===== config.mk =====
export PLATFORM = sky130hd
export DESIGN_NAME = usb_testmode_ctl
export DESIGN_NICKNAME = d
export VERILOG_FILES = /design/src/rtl/usb_tm_pkg.sv /design/src/rtl/usb_tm_regs.sv /design/src/rtl/usb_tm_role.sv /design/src/rtl/usb_tm_fifo.sv /design/src/rtl/usb_tm_copy.sv /design/src/rtl/usb_testmode_ctl.sv
export SDC_FILE = /design/constraint.sdc
export NUM_CORES = 1
export LEC_CHECK = 0
export BUFFER_PORTS_ARGS = -buffer_cell sky130_fd_sc_hd__buf_4
export CAP_MARGIN = 20
export CORE_ASPECT_RATIO = 0.9
export CORE_MARGIN = 2
export CORE_UTILIZATION = 30
export CTS_CLUSTER_DIAMETER = 150
export DETAILED_ROUTE_END_ITERATION = 12
export PLACE_DENSITY = 0.57
export SLEW_MARGIN = 15
export SYNTH_ARGS = -nofsm -noshare
export SYNTH_HDL_FRONTEND = slang
export SYNTH_SLANG_ARGS = --single-unit

===== constraint.sdc =====
create_clock -name clk -period 1.4 [get_ports clk]
set_input_delay 0.07 -clock clk [delete_from_list [all_inputs] [get_ports clk]]
set_output_delay 0.07 -clock clk [all_outputs]
set_load 0.01 [all_outputs]

===== src/rtl/usb_tm_pkg.sv =====
package usb_tm_pkg;
  localparam int REG_W   = 8;
  localparam int BIT_FH  = 7;
  localparam int BIT_ACC = 6;
  localparam int BIT_FFS = 5;

  typedef struct packed {
    logic force_host;
    logic fifo_acc;
    logic force_fs;
  } tm_ctrl_t;
endpackage


===== src/rtl/usb_tm_regs.sv =====
module usb_tm_regs
  import usb_tm_pkg::*;
(
  input  logic             clk,
  input  logic             rst_n,
  input  logic             wr_en,
  input  logic [REG_W-1:0] wr_data,
  input  logic             role_host,
  input  logic             copy_done,
  output tm_ctrl_t         ctrl,
  output logic [REG_W-1:0] rd_data
);
  tm_ctrl_t ctrl_q, ctrl_d;
  logic     req_fh, req_acc, req_fs;
  logic [1:0] req_cnt;
  logic     unused_low_bits;

  assign unused_low_bits = ^wr_data[BIT_FFS-1:0];

  assign req_fh  = wr_data[BIT_FH] & role_host;
  assign req_acc = wr_data[BIT_ACC];
  assign req_fs  = wr_data[BIT_FFS];
  assign req_cnt = {1'b0, req_fh} + {1'b0, req_acc} + {1'b0, req_fs};

  always_comb begin
    ctrl_d = ctrl_q;
    if (copy_done) ctrl_d.fifo_acc = 1'b0;
    if (wr_en) begin
      if (req_cnt > 2'd1) begin
        if (req_fh) ctrl_d.force_host = 1'b1;
        else        ctrl_d.fifo_acc   = 1'b1;
      end else begin
        ctrl_d.force_host = req_fh;
        ctrl_d.force_fs   = req_fs;
        if (req_acc) ctrl_d.fifo_acc = 1'b1;
      end
    end
    if (!role_host) ctrl_d.force_host = 1'b0;
  end

  always_ff @(posedge clk or negedge rst_n) begin
    if (!rst_n) ctrl_q <= '0;
    else        ctrl_q <= ctrl_d;
  end

  assign ctrl = ctrl_q;

  always_comb begin
    rd_data          = '0;
    rd_data[BIT_FH]  = ctrl_q.force_host & role_host;
    rd_data[BIT_ACC] = ctrl_q.fifo_acc;
    rd_data[BIT_FFS] = ctrl_q.force_fs;
  end
endmodule


===== src/rtl/usb_tm_role.sv =====
module usb_tm_role (
  input  logic clk,
  input  logic rst_n,
  input  logic force_host,
  input  logic force_fs,
  input  logic session,
  input  logic line_dp,
  input  logic line_dm,
  input  logic periph,
  input  logic bus_reset,
  output logic forced_host,
  output logic full_speed,
  output logic dev_conn
);
  logic sess_q, sess_d;
  logic forced_q, forced_d;
  logic fs_q, fs_d;
  logic conn_q, conn_d;
  logic sess_rise;

  assign sess_rise = session & ~sess_q;

  always_comb begin
    sess_d   = session;
    forced_d = session & (forced_q | (force_host & sess_rise));
    fs_d     = force_fs & (fs_q | bus_reset);
    conn_d   = forced_q ? periph : (line_dp | line_dm);
  end

  always_ff @(posedge clk or negedge rst_n) begin
    if (!rst_n) begin
      sess_q   <= 1'b0;
      forced_q <= 1'b0;
      fs_q     <= 1'b0;
      conn_q   <= 1'b0;
    end else begin
      sess_q   <= sess_d;
      forced_q <= forced_d;
      fs_q     <= fs_d;
      conn_q   <= conn_d;
    end
  end

  assign forced_host = forced_q;
  assign full_speed  = fs_q;
  assign dev_conn    = conn_q;
endmodule


===== src/rtl/usb_tm_fifo.sv =====
module usb_tm_fifo #(
  parameter int DATA_W = 8,
  parameter int DEPTH  = 8,
  localparam int LVL_W = $clog2(DEPTH + 1),
  localparam int PTR_W = (DEPTH > 1) ? $clog2(DEPTH) : 1
) (
  input  logic              clk,
  input  logic              rst_n,
  input  logic              push,
  input  logic [DATA_W-1:0] din,
  input  logic              pop,
  output logic [DATA_W-1:0] dout,
  output logic [LVL_W-1:0]  level,
  output logic              full,
  output logic              empty
);
  logic [DATA_W-1:0] mem [DEPTH];
  logic [PTR_W-1:0]  wr_q, wr_d, rd_q, rd_d;
  logic [LVL_W-1:0]  cnt_q, cnt_d;
  logic              do_push, do_pop;

  assign full    = (cnt_q == LVL_W'(DEPTH));
  assign empty   = (cnt_q == '0);
  assign do_push = push & ~full;
  assign do_pop  = pop & ~empty;

  function automatic logic [PTR_W-1:0] ptr_next(input logic [PTR_W-1:0] p);
    return (p == PTR_W'(DEPTH - 1)) ? '0 : p + 1'b1;
  endfunction

  always_comb begin
    wr_d  = do_push ? ptr_next(wr_q) : wr_q;
    rd_d  = do_pop  ? ptr_next(rd_q) : rd_q;
    cnt_d = cnt_q;
    case ({do_push, do_pop})
      2'b10:   cnt_d = cnt_q + 1'b1;
      2'b01:   cnt_d = cnt_q - 1'b1;
      default: cnt_d = cnt_q;
    endcase
  end

  always_ff @(posedge clk or negedge rst_n) begin
    if (!rst_n) begin
      wr_q  <= '0;
      rd_q  <= '0;
      cnt_q <= '0;
    end else begin
      wr_q  <= wr_d;
      rd_q  <= rd_d;
      cnt_q <= cnt_d;
    end
  end

  always_ff @(posedge clk) begin
    if (do_push) mem[wr_q] <= din;
  end

  assign dout  = mem[rd_q];
  assign level = cnt_q;
endmodule


===== src/rtl/usb_tm_copy.sv =====
module usb_tm_copy #(
  parameter int DATA_W = 8
) (
  input  logic              busy,
  input  logic              tx_empty,
  input  logic              rx_full,
  input  logic              ext_tx_push,
  input  logic [DATA_W-1:0] ext_tx_data,
  input  logic              ext_rx_pop,
  input  logic [DATA_W-1:0] tx_head,
  output logic              tx_push,
  output logic [DATA_W-1:0] tx_din,
  output logic              tx_pop,
  output logic              rx_push,
  output logic [DATA_W-1:0] rx_din,
  output logic              rx_pop,
  output logic              done
);
  logic move;

  assign move    = busy & ~tx_empty & ~rx_full;
  assign done    = busy & (tx_empty | rx_full);
  assign tx_push = ~busy & ext_tx_push;
  assign tx_din  = ext_tx_data;
  assign tx_pop  = move;
  assign rx_push = move;
  assign rx_din  = tx_head;
  assign rx_pop  = ~busy & ext_rx_pop;
endmodule


===== src/rtl/usb_testmode_ctl.sv =====
module usb_testmode_ctl
  import usb_tm_pkg::*;
#(
  parameter int DATA_W = 8,
  parameter int DEPTH  = 8,
  localparam int LVL_W = $clog2(DEPTH + 1)
) (
  input  logic              clk,
  input  logic              rst_n,
  input  logic              reg_wr_en,
  input  logic [REG_W-1:0]  reg_wr_data,
  output logic [REG_W-1:0]  reg_rd_data,
  input  logic              role_host_i,
  input  logic              session_i,
  input  logic              line_dp_i,
  input  logic              line_dm_i,
  input  logic              periph_attached_i,
  input  logic              bus_reset_i,
  output logic              forced_host_o,
  output logic              full_speed_o,
  output logic              dev_connected_o,
  input  logic              tx_wr_en,
  input  logic [DATA_W-1:0] tx_wr_data,
  output logic [LVL_W-1:0]  tx_level_o,
  input  logic              rx_rd_en,
  output logic [DATA_W-1:0] rx_rd_data_o,
  output logic [LVL_W-1:0]  rx_level_o
);
  logic [1:0] rst_sync_q;
  logic       rst_sync_n;

  always_ff @(posedge clk or negedge rst_n) begin
    if (!rst_n) rst_sync_q <= 2'b00;
    else        rst_sync_q <= {rst_sync_q[0], 1'b1};
  end
  assign rst_sync_n = rst_sync_q[1];

  tm_ctrl_t          ctrl;
  logic              copy_done;
  logic              tx_push, tx_pop, rx_push, rx_pop;
  logic [DATA_W-1:0] tx_din, tx_head, rx_din;
  logic              tx_full, tx_empty, rx_full, rx_empty;
  logic              unused_flags;

  assign unused_flags = tx_full ^ rx_empty;

  usb_tm_regs regs_i (
    .clk       (clk),
    .rst_n     (rst_sync_n),
    .wr_en     (reg_wr_en),
    .wr_data   (reg_wr_data),
    .role_host (role_host_i),
    .copy_done (copy_done),
    .ctrl      (ctrl),
    .rd_data   (reg_rd_data)
  );

  usb_tm_role role_i (
    .clk         (clk),
    .rst_n       (rst_sync_n),
    .force_host  (ctrl.force_host),
    .force_fs    (ctrl.force_fs),
    .session     (session_i),
    .line_dp     (line_dp_i),
    .line_dm     (line_dm_i),
    .periph      (periph_attached_i),
    .bus_reset   (bus_reset_i),
    .forced_host (forced_host_o),
    .full_speed  (full_speed_o),
    .dev_conn    (dev_connected_o)
  );

  usb_tm_copy #(.DATA_W(DATA_W)) copy_i (
    .busy        (ctrl.fifo_acc),
    .tx_empty    (tx_empty),
    .rx_full     (rx_full),
    .ext_tx_push (tx_wr_en),
    .ext_tx_data (tx_wr_data),
    .ext_rx_pop  (rx_rd_en),
    .tx_head     (tx_head),
    .tx_push     (tx_push),
    .tx_din      (tx_din),
    .tx_pop      (tx_pop),
    .rx_push     (rx_push),
    .rx_din      (rx_din),
    .rx_pop      (rx_pop),
    .done        (copy_done)
  );

  usb_tm_fifo #(.DATA_W(DATA_W), .DEPTH(DEPTH)) tx_fifo_i (
    .clk   (clk),
    .rst_n (rst_sync_n),
    .push  (tx_push),
    .din   (tx_din),
    .pop   (tx_pop),
    .dout  (tx_head),
    .level (tx_level_o),
    .full  (tx_full),
    .empty (tx_empty)
  );

  usb_tm_fifo #(.DATA_W(DATA_W), .DEPTH(DEPTH)) rx_fifo_i (
    .clk   (clk),
    .rst_n (rst_sync_n),
    .push  (rx_push),
    .din   (rx_din),
    .pop   (rx_pop),
    .dout  (rx_rd_data_o),
    .level (rx_level_o),
    .full  (rx_full),
    .empty (rx_empty)
  );
endmodule


; ---- Word-level counts from Yosys, hierarchy flattened
; Memory sizes are Yosys's and may differ from the RTL's.
; Cells that the tools add are included.
[totals]
regBits = 29
mem_bits_rw = 128
output_inout_bits = 27
word_cells = 90
n_memories = 2
[memory_table]
columns = memory, depth, width, read_ports, rd_ports_with_merged_regs, wr, line
row1 = rx_fifo_i.mem, 8, 8, 1, 0, 1, usb_tm_fifo.sv:17  ; logic [DATA_W-1:0] mem [DEPTH];
row2 = tx_fifo_i.mem, 8, 8, 1, 0, 1, usb_tm_fifo.sv:17
[op_classes]
n_addsub = 10
order_cmp = 1
eq_ne = 12
mux = 19
n_bitwise = 26
n_reduce_logical = 6
[ops]
columns = operator, count
row1 = $pmux 4 s2, 2
row2 = $and 1x1->1, 15
row3 = $mux 3, 5
row4 = $add 3x1->3 const B, 4
row5 = $eq 3x3->1 const B, 4
row6 = $mux 1, 11
row7 = $add 4x1->4 const B, 2
row8 = $eq 4x4->1 const B, 2
row9 = $logic_not 4->1, 2
row10 = $sub 4x1->4 const B, 2
row11 = $not 1->1, 7
row12 = $eq 2x1->1 const B, 2
row13 = $eq 2x2->1 const B, 2
row14 = $or 1x1->1, 4
row15 = $reduce_and 2->1, 2
row16 = $reduce_bool 2->1, 2
row17 = $ne 3x2->1 const B, 1
row18 = $add 1x1->2, 1
row19 = $add 2x1->2, 1
row20 = $gt 2x1->1 const B, 1
row21 = $mux 2, 1
row22 = $ne 2x2->1 const B, 1

; ---- Longest topological paths before layout
; Gate-level depths: netlist (run 1).
[depth]
depth_word = 8
mapped_depth = 11
ltp_nobuf = 10

; ---- Hierarchy
; From an unflattened synthesis (run 1), not the netlist that was laid out.
[unflattened]
cells_unflattened = 381
area_unflattened_um2 = 7001.7
[modules_own_cells]
columns = mod, instances, cells_per_inst, area_each_um2
row1 = usb_tm_fifo (rx_fifo_i), 1, 163, 3216.8
row2 = usb_tm_fifo (tx_fifo_i), 1, 161, 3206.8
row3 = usb_tm_regs, 1, 23, 217.7
row4 = usb_tm_copy, 1, 21, 165.2
row5 = usb_tm_role, 1, 10, 141.4
row6 = usb_testmode_ctl, 1, 3, 53.8

; ---- Worst setup path after synthesis (run 1)
; Ideal clock, no wire load.
[synth_timing]
path_type = register to register
from = register rx_fifo_i.cnt_q[2], in the netlist rx_fifo_i.level[2]
to = register rx_fifo_i.cnt_q[2], in the netlist rx_fifo_i.level[2]
setup_ns = 0.131
t_arrival_ns = 2.282
slack_ns = -1.013
path_stages_with_launch = 11
path_buffers = 1
cell_sequence = dfrtp_1 or4b_4 nand3_4 buf_4 ha_1 xor2_1 ha_1 a21oi_1 xor2_1 nor2_1 xor2_1
[synth_via]
elab_chain_len = 6
elab_cells_between_ends = 13
[synth_rtl]
columns = item, line
row1 = from (decl), usb_tm_fifo.sv:19  ; logic [LVL_W-1:0] cnt_q, cnt_d;
row2 = from (signal assigned), usb_tm_fifo.sv:50  ; cnt_q <= cnt_d;
row3 = $eq 4x4->1, usb_tm_fifo.sv:22  ; assign full = (cnt_q == LVL_W'(DEPTH));
row4 = $not 1->1, "usb_tm_fifo.sv:24, usb_tm_copy.sv:21"
row5 = $and 1x1->1, usb_tm_copy.sv:21  ; assign move = busy & ~tx_empty & ~rx_full;
row6 = $and 1x1->1, usb_tm_fifo.sv:24  ; assign do_push = push & ~full;
row7 = $eq 2x1->1 / $eq 2x2->1 (equally long branches), usb_tm_fifo.sv:35  ; case ({do_push, do_pop})
row8 = $pmux 4 s2 / $reduce_bool 2->1 (equally long branches), --
; Several ways; a longest one is shown, not always the timed one.
; A chain may end at the register's enable or synchronous reset.

; ---- Worst setup path in the final report (run 1)
[layout_timing]
from = register rx_fifo_i.cnt_q[2], in the netlist rx_fifo_i.level[2]
to = register tx_fifo_i.cnt_q[3], in the netlist tx_fifo_i.level[3]
[layout_via]
elab_chain_len = 6
elab_cells_between_ends = 8
[layout_rtl]
columns = item, line
row1 = $eq 4x4->1 (*), usb_tm_fifo.sv:22
row2 = $not 1->1 (*), usb_tm_copy.sv:21
row3 = $and 1x1->1 (*), usb_tm_copy.sv:21
row4 = $and 1x1->1 (*), usb_tm_fifo.sv:25  ; assign do_pop = pop & ~empty;
row5 = named net tx_fifo_i.do_pop, usb_tm_fifo.sv:20  ; logic do_push, do_pop;
row6 = $eq 2x1->1 / $eq 2x2->1 (equally long branches), usb_tm_fifo.sv:35
row7 = $pmux 4 s2 / $reduce_bool 2->1 (equally long branches), --
row8 = to (signal assigned), usb_tm_fifo.sv:50
row9 = to (decl), usb_tm_fifo.sv:19
; The timed path passes the listed nets; every way through them passes the cells marked *.

==> results of run 1 <==
cell type report:
class	count	area (sq um)	share of cell area, %
inverters	5	21.3	0.236
clock buffers	19	433	4.80
multi-input cells	165	2110	23.4
well taps	286	358	3.97
flip-flops and latches	157	4580	50.7
clock inverters	11	120	1.33
repair buffers	132	1410	15.6
final timing paths:
path | startpoint | to | slack, ns | cells after the start
min | reg_wr_data[7] | regs_i.ctrl[2] | 0.04 | 3
max reg2reg | rx_fifo_i.level[2] | tx_fifo_i.level[3] | -0.81 | 8
min in group asynchronous | rst_sync_q[1] | role_i.full_speed | 0.25 | 1
max in group asynchronous | rst_n | rst_sync_q[0] | 0.76 | 3
min reg2reg | rst_sync_q[1] | role_i.full_speed | 0.25 | 1
max | rx_fifo_i.level[2] | tx_fifo_i.level[3] | -0.81 | 8
where the power goes:
group,internal [mW],switching (mW)
Clock,2.60,1.74
Sequential,6.57,0.506
Combinational,5.13,3.91
state kept, by name, summed over array words and instances (netlist names):
name                count
rx_fifo_i.mem          64
tx_fifo_i.mem          64
rx_fifo_i.level         4
tx_fifo_i.level         4
regs_i.ctrl             3
rx_fifo_i.rd_q          3
rx_fifo_i.wr_q          3
tx_fifo_i.rd_q          3
tx_fifo_i.wr_q          3
rst_sync_q              2
role_i.dev_conn         1
role_i.forced_host      1
role_i.full_speed       1
role_i.sess_q           1
per-stage QoR:
| stage | setup WS (ns) | utilization (%) | TNS, ns |
|---|---|---|---|
| after global routing | -0.888 | 43.0 | -99.50 |
| after global placement | -0.754 | 38.0 | -78.59 |
| after floorplan | -0.851 | - | -75.97 |
| final | -0.809 | 43.0 | -86.13 |
| after detailed placement | -0.779 | 38.0 | -82.75 |
| after CTS | -0.774 | 42.2 | -89.88 |
worst register-to-register path, delay by kind of cell (launching register included):
kind / cells / cell delay (ns)
buffers and inverters: 2 / 0.22
flip-flops: 1 / 0.40
AND/OR/NAND/NOR: 3 / 0.99
AO/OA/AOI/OAI: 1 / 0.10
XOR/XNOR: 1 / 0.13
adder cells (fa/ha/maj): 1 / 0.26
repair_timing:
item	in CTS	in global routing
gates resized for setup	20	19
endpoints found under the hold margin	73	0
pin swaps	8	8
hold buffers	18	0
gates cloned	1	0
setup buffers	5	8
endpoints found under the setup margin	220	220
synthesized netlist by cell type (3+ instances only):
| master | number | share of area [%] |
|---|---|---|
| nor2_1 | 14 | 0.81 |
| ha_1 | 15 | 2.9 |
| nand2_1 | 10 | 0.58 |
| a21oi_1 | 4 | 0.31 |
| xnor2_1 | 3 | 0.41 |
| buf_4 | 8 | 0.93 |
| nor3_1 | 9 | 0.70 |
| dfrtp_1 | 29 | 11 |
| xor2_1 | 7 | 0.95 |
| mux2_2 | 24 | 4.2 |
| inv_1 | 4 | 0.23 |
| buf_6 | 4 | 0.70 |
| nand2b_1 | 9 | 0.87 |
| mux4_2 | 32 | 11 |
| edfxtp_1 | 128 | 59 |
| nor3b_1 | 3 | 0.35 |
| o21ai_0 | 6 | 0.46 |
logic make-up (layout without fill, tap and decap cells):
group           Yosys count  count (layout)  share of synthesized area, %
buf+inv                  24             167                          2.42
compound gates           21              21                          2.11
xor+xnor                 10              10                          1.35
fa+ha+maj                15              15                          2.90
mux                      58              58                          15.8
flops                   157             157                          70.6
simple gates             55              55                          4.72
other cells               2               6                         0.116
layer usage:
metal / wire length [um] / vias to the layer above
met5: 0 / -
met4: 121 / 0
met3: 338 / 10
met2: 6640 / 39
met1: 5250 / 1777
li1: - / 1615
==> impl_metrics.tcl, run 1 <==
set metrics [dict create \
    fin_hold_ws_ns 0.0364 \
    vias 3441 \
    cts_tree "built" \
    clk_latency_ns 0.41 \
    seq_area_frac_synth_pct 70.6 \
    dp_cells 714 \
    firstDrtPassIters 6 \
    ir_drop_mv 1.11 \
    antenna_found_initial 0 \
    cts_buffers 17 \
    rows 50 \
    n_fill_cell 1816 \
    dp_hpwl_um 7930 \
    power.leakage_nw 3.28 \
    met2_usage_pct 20.7 \
    dieWidth_um 159 \
    stdcell_count 775 \
    dieArea_sq_um 22800 \
    overflow 0 \
    min_path_type "input pin to register" \
    clockBufferDepth 2 \
    ys_ff_latch 157 \
    grt_first_pass_wirelength_um 19200 \
    grt_use_met3_pct 2.94 \
    cp_top_family "simple AND/OR/NAND/NOR gates" \
    clock-sinks 157 \
    cp_slowest_cell "or4b_4" \
    syn_area_per_cell_sq_um 18.9 \
    power-per-cell-area_nw_per_um2 2270 \
    critPathMaxStageDelay_ns 0.56 \
    port_buffers 43 \
    grt_use_total_pct 11.3 \
    final_area_sq_um 9020 \
    path_cells "or4b_4 > nand3_4 > inv_4 > buf_4 > ha_4 > nor4bb_2 > a21oi_1 > xnor2_1" \
    rsz0062_at_grt "true" \
    grt-busiest-layer "met2" \
    violations "setup timing" \
    place_area_sq_um 7960 \
    status "finished with violations" \
    antennaDiodeCount 0 \
    arrival_ns 2.51 \
    layout_commonest_cell "edfxtp_1" \
    grt_util_met1_pct 13.0 \
    period_share_pct 158 \
    wl_um 12400 \
    area_growth_pct 39.4 \
    syn-cell-area_sq_um 6470 \
    setup_viol 220 \
    wire_per_inst_um 15.9 \
    vias_per_cell 4.44 \
    max_freq_mhz 453 \
    ant_nets 0 \
    io_pins 54 \
    criticalPathCategory "register to register" \
    drive_gt1_share_pct 49.9 \
    async_flop_share_pct 18.5 \
    core_area_sq_um 21000 \
    totalPowerFinal_mw 20.5 \
    yosysWarnings 0 \
    worst_slack_ns -0.809 \
    ys_types 41 \
    start_kind "register" \
    cp.buffers_inverters 2 \
    clk_pin_slew_worst_paths_ns 0.06 \
    crit_path_max_fanout 4 \
    critPathRequiredTime_ns 1.70 \
    fp.dieH_um 143 \
    cts-htree-levels 4 \
    drc 0 \
    drtIter0Drc 175 \
    layout_common_cells "128 x edfxtp_1, 72 x buf_4, 32 x mux4_2" \
    endpoint_kind "register" \
    skew_ns 0.00624 \
    hold_viol 0 \
    first_global_vias 3621 \
    finalNetCount 520 \
    place.gp.congestion 0.771 \
    grt_max_degree 28 \
    start_util_pct 30.9 \
    synth_edf_count 128 \
    slew_violations 0 \
    cts_root_buf "clkbuf_16" \
    fin_crit_ns 2.21 \
    synth_cells 342 \
    drv_cap 0 \
    synth-main-ff-cell "edfxtp_1" \
]
Power figures use the tool's default switching activity.
==> run 2: changes to the inputs <==
Settings changed: CTS_BUF_LIST from default to sky130_fd_sc_hd__clkbuf_4, SYNTH_HIERARCHICAL from default to 1.
==> impl_metrics.tcl, run 2 <==
set metrics [dict create \
    status "finished with violations" \
    violations "setup timing" \
    stdcell_count 818 \
    start_kind "register" \
    dieArea_sq_um 24500 \
    core_area_sq_um 22700 \
    cts-htree-levels 4 \
    setup_viol 224 \
    critPathMaxStageDelay_ns 0.57 \
    yosysWarnings 6 \
    drive_gt1_share_pct 50.2 \
    vias 3673 \
    worst_slack_ns -1.15 \
    arrival_ns 2.97 \
    power.leakage_nw 3.37 \
    finalCoreUtilization_pct 40.4 \
    post-place-ws_ns -1.25 \
    dieWidth_um 165 \
    cp.buffers_inverters 2 \
    clkPwrFrac_pct 12.4 \
    multi_input_area_sq_um 2400 \
    dp_hpwl_um 8600 \
    place.gp.congestion 0.751 \
    switchingPower_mw 6.92 \
    finalNetCount 551 \
    synth_cells 379 \
    overflow 0 \
    dr_wl_met3_um 398 \
    syn-cell-area_sq_um 6990 \
    cts_tree "built" \
    hold_viol 0 \
    ff_latch_area_sq_um 4570 \
    criticalPathCategory "register to register" \
    io_pins 54 \
    p_comb_share_pct 53.3 \
    firstDrtPassIters 6 \
    wirelength_met1_um 5610 \
    fin_crit_ns 2.55 \
    switching_share_pct 33.8 \
    min_path_type "input pin to register" \
    skew_ns 0.0184 \
    cts_buffers 17 \
    layout_commonest_cell "edfxtp_1" \
    fin_hold_ws_ns 0.158 \
    period_share_pct 182 \
    rows 52 \
    start_util_pct 30.8 \
    clock-sinks 157 \
    crit_path_max_fanout 4 \
    ir_drop_mv 0.853 \
    cp_slowest_cell "or4b_4" \
    grt_use_total_pct 11.6 \
    antenna_found_initial 1 \
    top_layer_used "met4" \
    max_freq_mhz 391 \
    endpoint_kind "register" \
    clk_latency_ns 0.53 \
    clk_pin_slew_worst_paths_ns 0.14 \
    dp_cells 749 \
    grt_max_degree 22 \
    cp_top_family "simple AND/OR/NAND/NOR gates" \
    drtIter0Drc 157 \
    power_report.internal_total_mw 13.6 \
    power-per-cell-area_nw_per_um2 2230 \
    port_buffers 43 \
    n_fill_cell 2008 \
    drc 0 \
    layout_common_cells "128 x edfxtp_1, 74 x buf_4, 30 x mux4_2" \
    area_growth_pct 31.3 \
    reg_top3 "rx_fifo_i/mem (64), tx_fifo_i/mem (64)" \
    drv_cap 0 \
    wl_met2_um 6900 \
    finalSetupTns_ns -106.67 \
    slew_violations 0 \
    path_cells "or4b_4 > inv_4 > nor3b_4 > o41ai_4 > inv_1 > ha_4 > ha_4 > or4b_4 > o311ai_4 > o211ai_1" \
    fp.dieH_um 149 \
    clockBufferDepth 2 \
    cts_root_buf "clkbuf_4" \
    first_global_vias 3968 \
    power_frac_seq_pct 34.3 \
    wl_um 13000 \
    wire_per_inst_um 15.9 \
    syn_area_per_cell_sq_um 18.4 \
    ant_nets 0 \
    grt_first_pass_wirelength_um 21500 \
    vias_per_cell 4.49 \
    critPathRequiredTime_ns 1.81 \
    rsz0062_at_grt "true" \
]
==> run 2: power by group through the flow <==
stage / Clock, mW / Sequential, mW / Combinational, mW
detailed placement: 0 / 7.09 / 9.22
global placement: 0 / 7.03 / 8.86
finish: 2.54 / 7.02 / 10.9
CTS: 2.64 / 7.03 / 10.9
global route: 2.84 / 7.13 / 11.9
floorplan: 0 / 7.29 / 6.30
==> run 2: what timing repair did <==
action                                  4_1_cts  5_1_grt
pin swaps                                    16        6
gates resized for setup                      64       12
hold buffers                                 20        0
setup buffers                                12        8
cloned                                        2        0
hold endpoints to repair                     73        0
endpoints found under the setup margin      222      231
==> run 2: layer usage <==
| layer | GRT usage (%) | vias to the layer above |
|---|---|---|
| li1 | - | 1718 |
| met1 | 14.2 | 1883 |
| met2 | 20.4 | 57 |
| met3 | 2.92 | 15 |
| met4 | 3.39 | 0 |
| met5 | 0 | - |
==> run 2: cell type report <==
class,count,area share (%)
sequential,157,49.8
multi-input combinational,174,26.1
timing repair buffer,143,16.6
tap,297,4.05
clock inverter,15,1.49
clock buffer,17,1.39
inverter,14,0.600
antenna,1,0.0273
==> run 2: tightest hold or removal path: stages <==
cell and delay (ns):
buf_4 0.11, and2b_2 0.21, o41ai_4 0.06, buf_4 0.12, o21ai_0 0.08
==> run 2: worst paths after layout <==
kind                            cells past startpoint  slack, ns               start            endpoint
min in group asynchronous                           0       0.17       rst_sync_q[1]   tx_fifo_i/wr_q[0]
worst max-delay path                               10      -1.15  rx_fifo_i/level[2]  tx_fifo_i/level[3]
max in group asynchronous                           1       0.77       rst_sync_q[1]  rx_fifo_i/level[3]
worst min-delay path                                5       0.16            rx_rd_en   rx_fifo_i/rd_q[1]
worst max register to register                     10      -1.15  rx_fifo_i/level[2]  tx_fifo_i/level[3]
worst min register to register                      0       0.17       rst_sync_q[1]   tx_fifo_i/wr_q[0]
==> run 2: metrics by stage <==
stage	cell area, sq um	power [mW]
floorplan	7290	13.6
global placement	8330	15.9
detailed placement	8330	16.3
CTS	9170	20.6
global route	9180	21.8
finish	9180	20.5
==> run 3: changes to the inputs <==
Clock period 1.4 ns to 2.1 ns, I/O delays scaled along.
==> impl_metrics.tcl, run 3 (synthesized netlist as in run 2, its figures left out) <==
set metrics [dict create \
    fp.dieH_um 149 \
    skew_ns 0.0262 \
    first_global_vias 3829 \
    overflow 0 \
    hold_viol 0 \
    ir_drop_mv 0.516 \
    rows 52 \
    antenna_found_initial 0 \
    core_area_sq_um 22700 \
    clockBufferDepth 2 \
    dieArea_sq_um 24500 \
    vias 3581 \
    dieWidth_um 165 \
    reg_top3 "rx_fifo_i/mem (64), tx_fifo_i/mem (64)" \
    totalPowerFinal_mw 13.0 \
    grt_util_met1_pct 13.9 \
    met2_usage_pct 19.2 \
    criticalPathCategory "register to register" \
    setup_viol 14 \
    grt-busiest-layer "met2" \
    start_kind "register" \
    grt_use_total_pct 11.2 \
    status "finished with violations" \
    cts_tree "built" \
    cts_buffers 17 \
    worst_slack_ns -0.402 \
    drive_gt1_share_pct 45.8 \
    crit_path_max_fanout 4 \
    firstDrtPassIters 4 \
    port_buffers 43 \
    io_pins 54 \
    start_util_pct 30.8 \
    critPathRequiredTime_ns 2.54 \
    tightest_slew_ns 0.771 \
    clk_latency_ns 0.54 \
    drv_cap 0 \
    clk_pin_slew_worst_paths_ns 0.12 \
    dp_cells 733 \
    final_area_sq_um 8710 \
    clock-sinks 157 \
    cts_root_buf "clkbuf_4" \
    drc 0 \
    wl_um 12900 \
    antennaDiodeCount 0 \
    slew_violations 0 \
    layout_common_cells "128 x edfxtp_1, 81 x buf_4, 28 x dfrtp_1" \
    max_freq_mhz 400 \
    slew_headroom_pct 48.3 \
    wire_per_inst_um 16.1 \
    cts-htree-levels 4 \
    stdcell_count 797 \
    rsz0062_at_grt "true" \
    place.gp.congestion 0.765 \
    arrival_ns 2.95 \
    dp_hpwl_um 8400 \
    area_growth_pct 24.6 \
    min_path_type "input pin to register" \
    drtIter0Drc 187 \
    period_share_pct 119 \
    layout_commonest_cell "edfxtp_1" \
    endpoint_kind "register" \
    violations "setup timing" \
    place_area_sq_um 7910 \
    ant_nets 0 \
    grt_first_pass_wirelength_um 20600 \
    finalNetCount 531 \
    vias_per_cell 4.49 \
    finalCoreUtilization_pct 38.4 \
    power-per-cell-area_nw_per_um2 1500 \
    finalSetupTns_ns -2.27 \
    power.leakage_nw 3.20 \
    grt_max_degree 28 \
    grt_use_met3_pct 2.67 \
    fin_crit_ns 2.50 \
]
==> run 3: changes by cell type in the layout (fill, tap and decap cells not counted), moves of 4 or more <==
cell	delta
buf_12	-18
mux4_2	-6
nor3_4	-6
nor2_4	-6
buf_6	-7
mux4_1	+6
nor2_2	+4
buf_4	+7
==> run 3: critical path, stage by stage, from the launching register on <==
cell      delay (ns)
dfrtp_1         0.40
or4b_4          0.58
inv_4           0.09
nor3b_4         0.06
o41ai_4         0.06
inv_2           0.09
ha_4            0.19
ha_4            0.27
buf_6           0.11
a21oi_4         0.05
a2111o_1        0.42
o211ai_1        0.10
==> run 3: through the flow <==
step	hold WS [ns]	setup WS (ns)
2_1_floorplan	-0.191	-0.821
3_3_place_gp	-0.112	-0.435
3_5_place_dp	-0.111	-0.479
4_1_cts	0.125	-0.403
5_1_grt	0.149	-0.484
6_report	0.178	-0.402
==> run 3: path summary, 6_finish.rpt <==
kind	startpoint	end	slack, ns	cells past startpoint
worst max register to register	rx_fifo_i/level[0]	tx_fifo_i/level[3]	-0.40	11
worst min register to register	rst_sync_q[1]	rx_fifo_i/wr_q[1]	0.23	1
max in group asynchronous	rst_sync_q[1]	rx_fifo_i/rd_q[0]	1.56	1
min in group asynchronous	rst_sync_q[1]	rx_fifo_i/wr_q[1]	0.23	1
worst max-delay path	rx_fifo_i/level[0]	tx_fifo_i/level[3]	-0.40	11
worst min-delay path	rx_rd_en	rx_fifo_i/rd_q[1]	0.18	5
==> run 3: final cells by class <==
type,count,area [sq um]
Clock inverter,13,176
Inverter,14,55.1
Sequential cell,157,4570
Multi-Input combinational cell,174,2280
Clock buffer,19,143
Fill cell,2058,14000
Timing Repair Buffer,123,1110
Tap cell,297,372
==> run 3: power by group <==
| part | internal [mW] | switching [mW] |
|---|---|---|
| clock | 0.886 | 1.09 |
| combinational | 3.45 | 2.83 |
| sequential | 4.36 | 0.413 |
| total | 8.70 | 4.33 |
==> run 3: per-layer routing <==
metal / vias to the layer above / wire [um]
met5: - / 0
met4: 0 / 163
met3: 11 / 347
met2: 44 / 6590
met1: 1842 / 5770
li1: 1684 / -
==> run 3: timing repair <==
item,in CTS,in global routing
gates resized for setup,37,13
hold endpoints to repair,73,0
hold buffers,20,0
cloned,1,1
pin swaps,14,7
buffers inserted,10,2
setup endpoints to repair,22,66
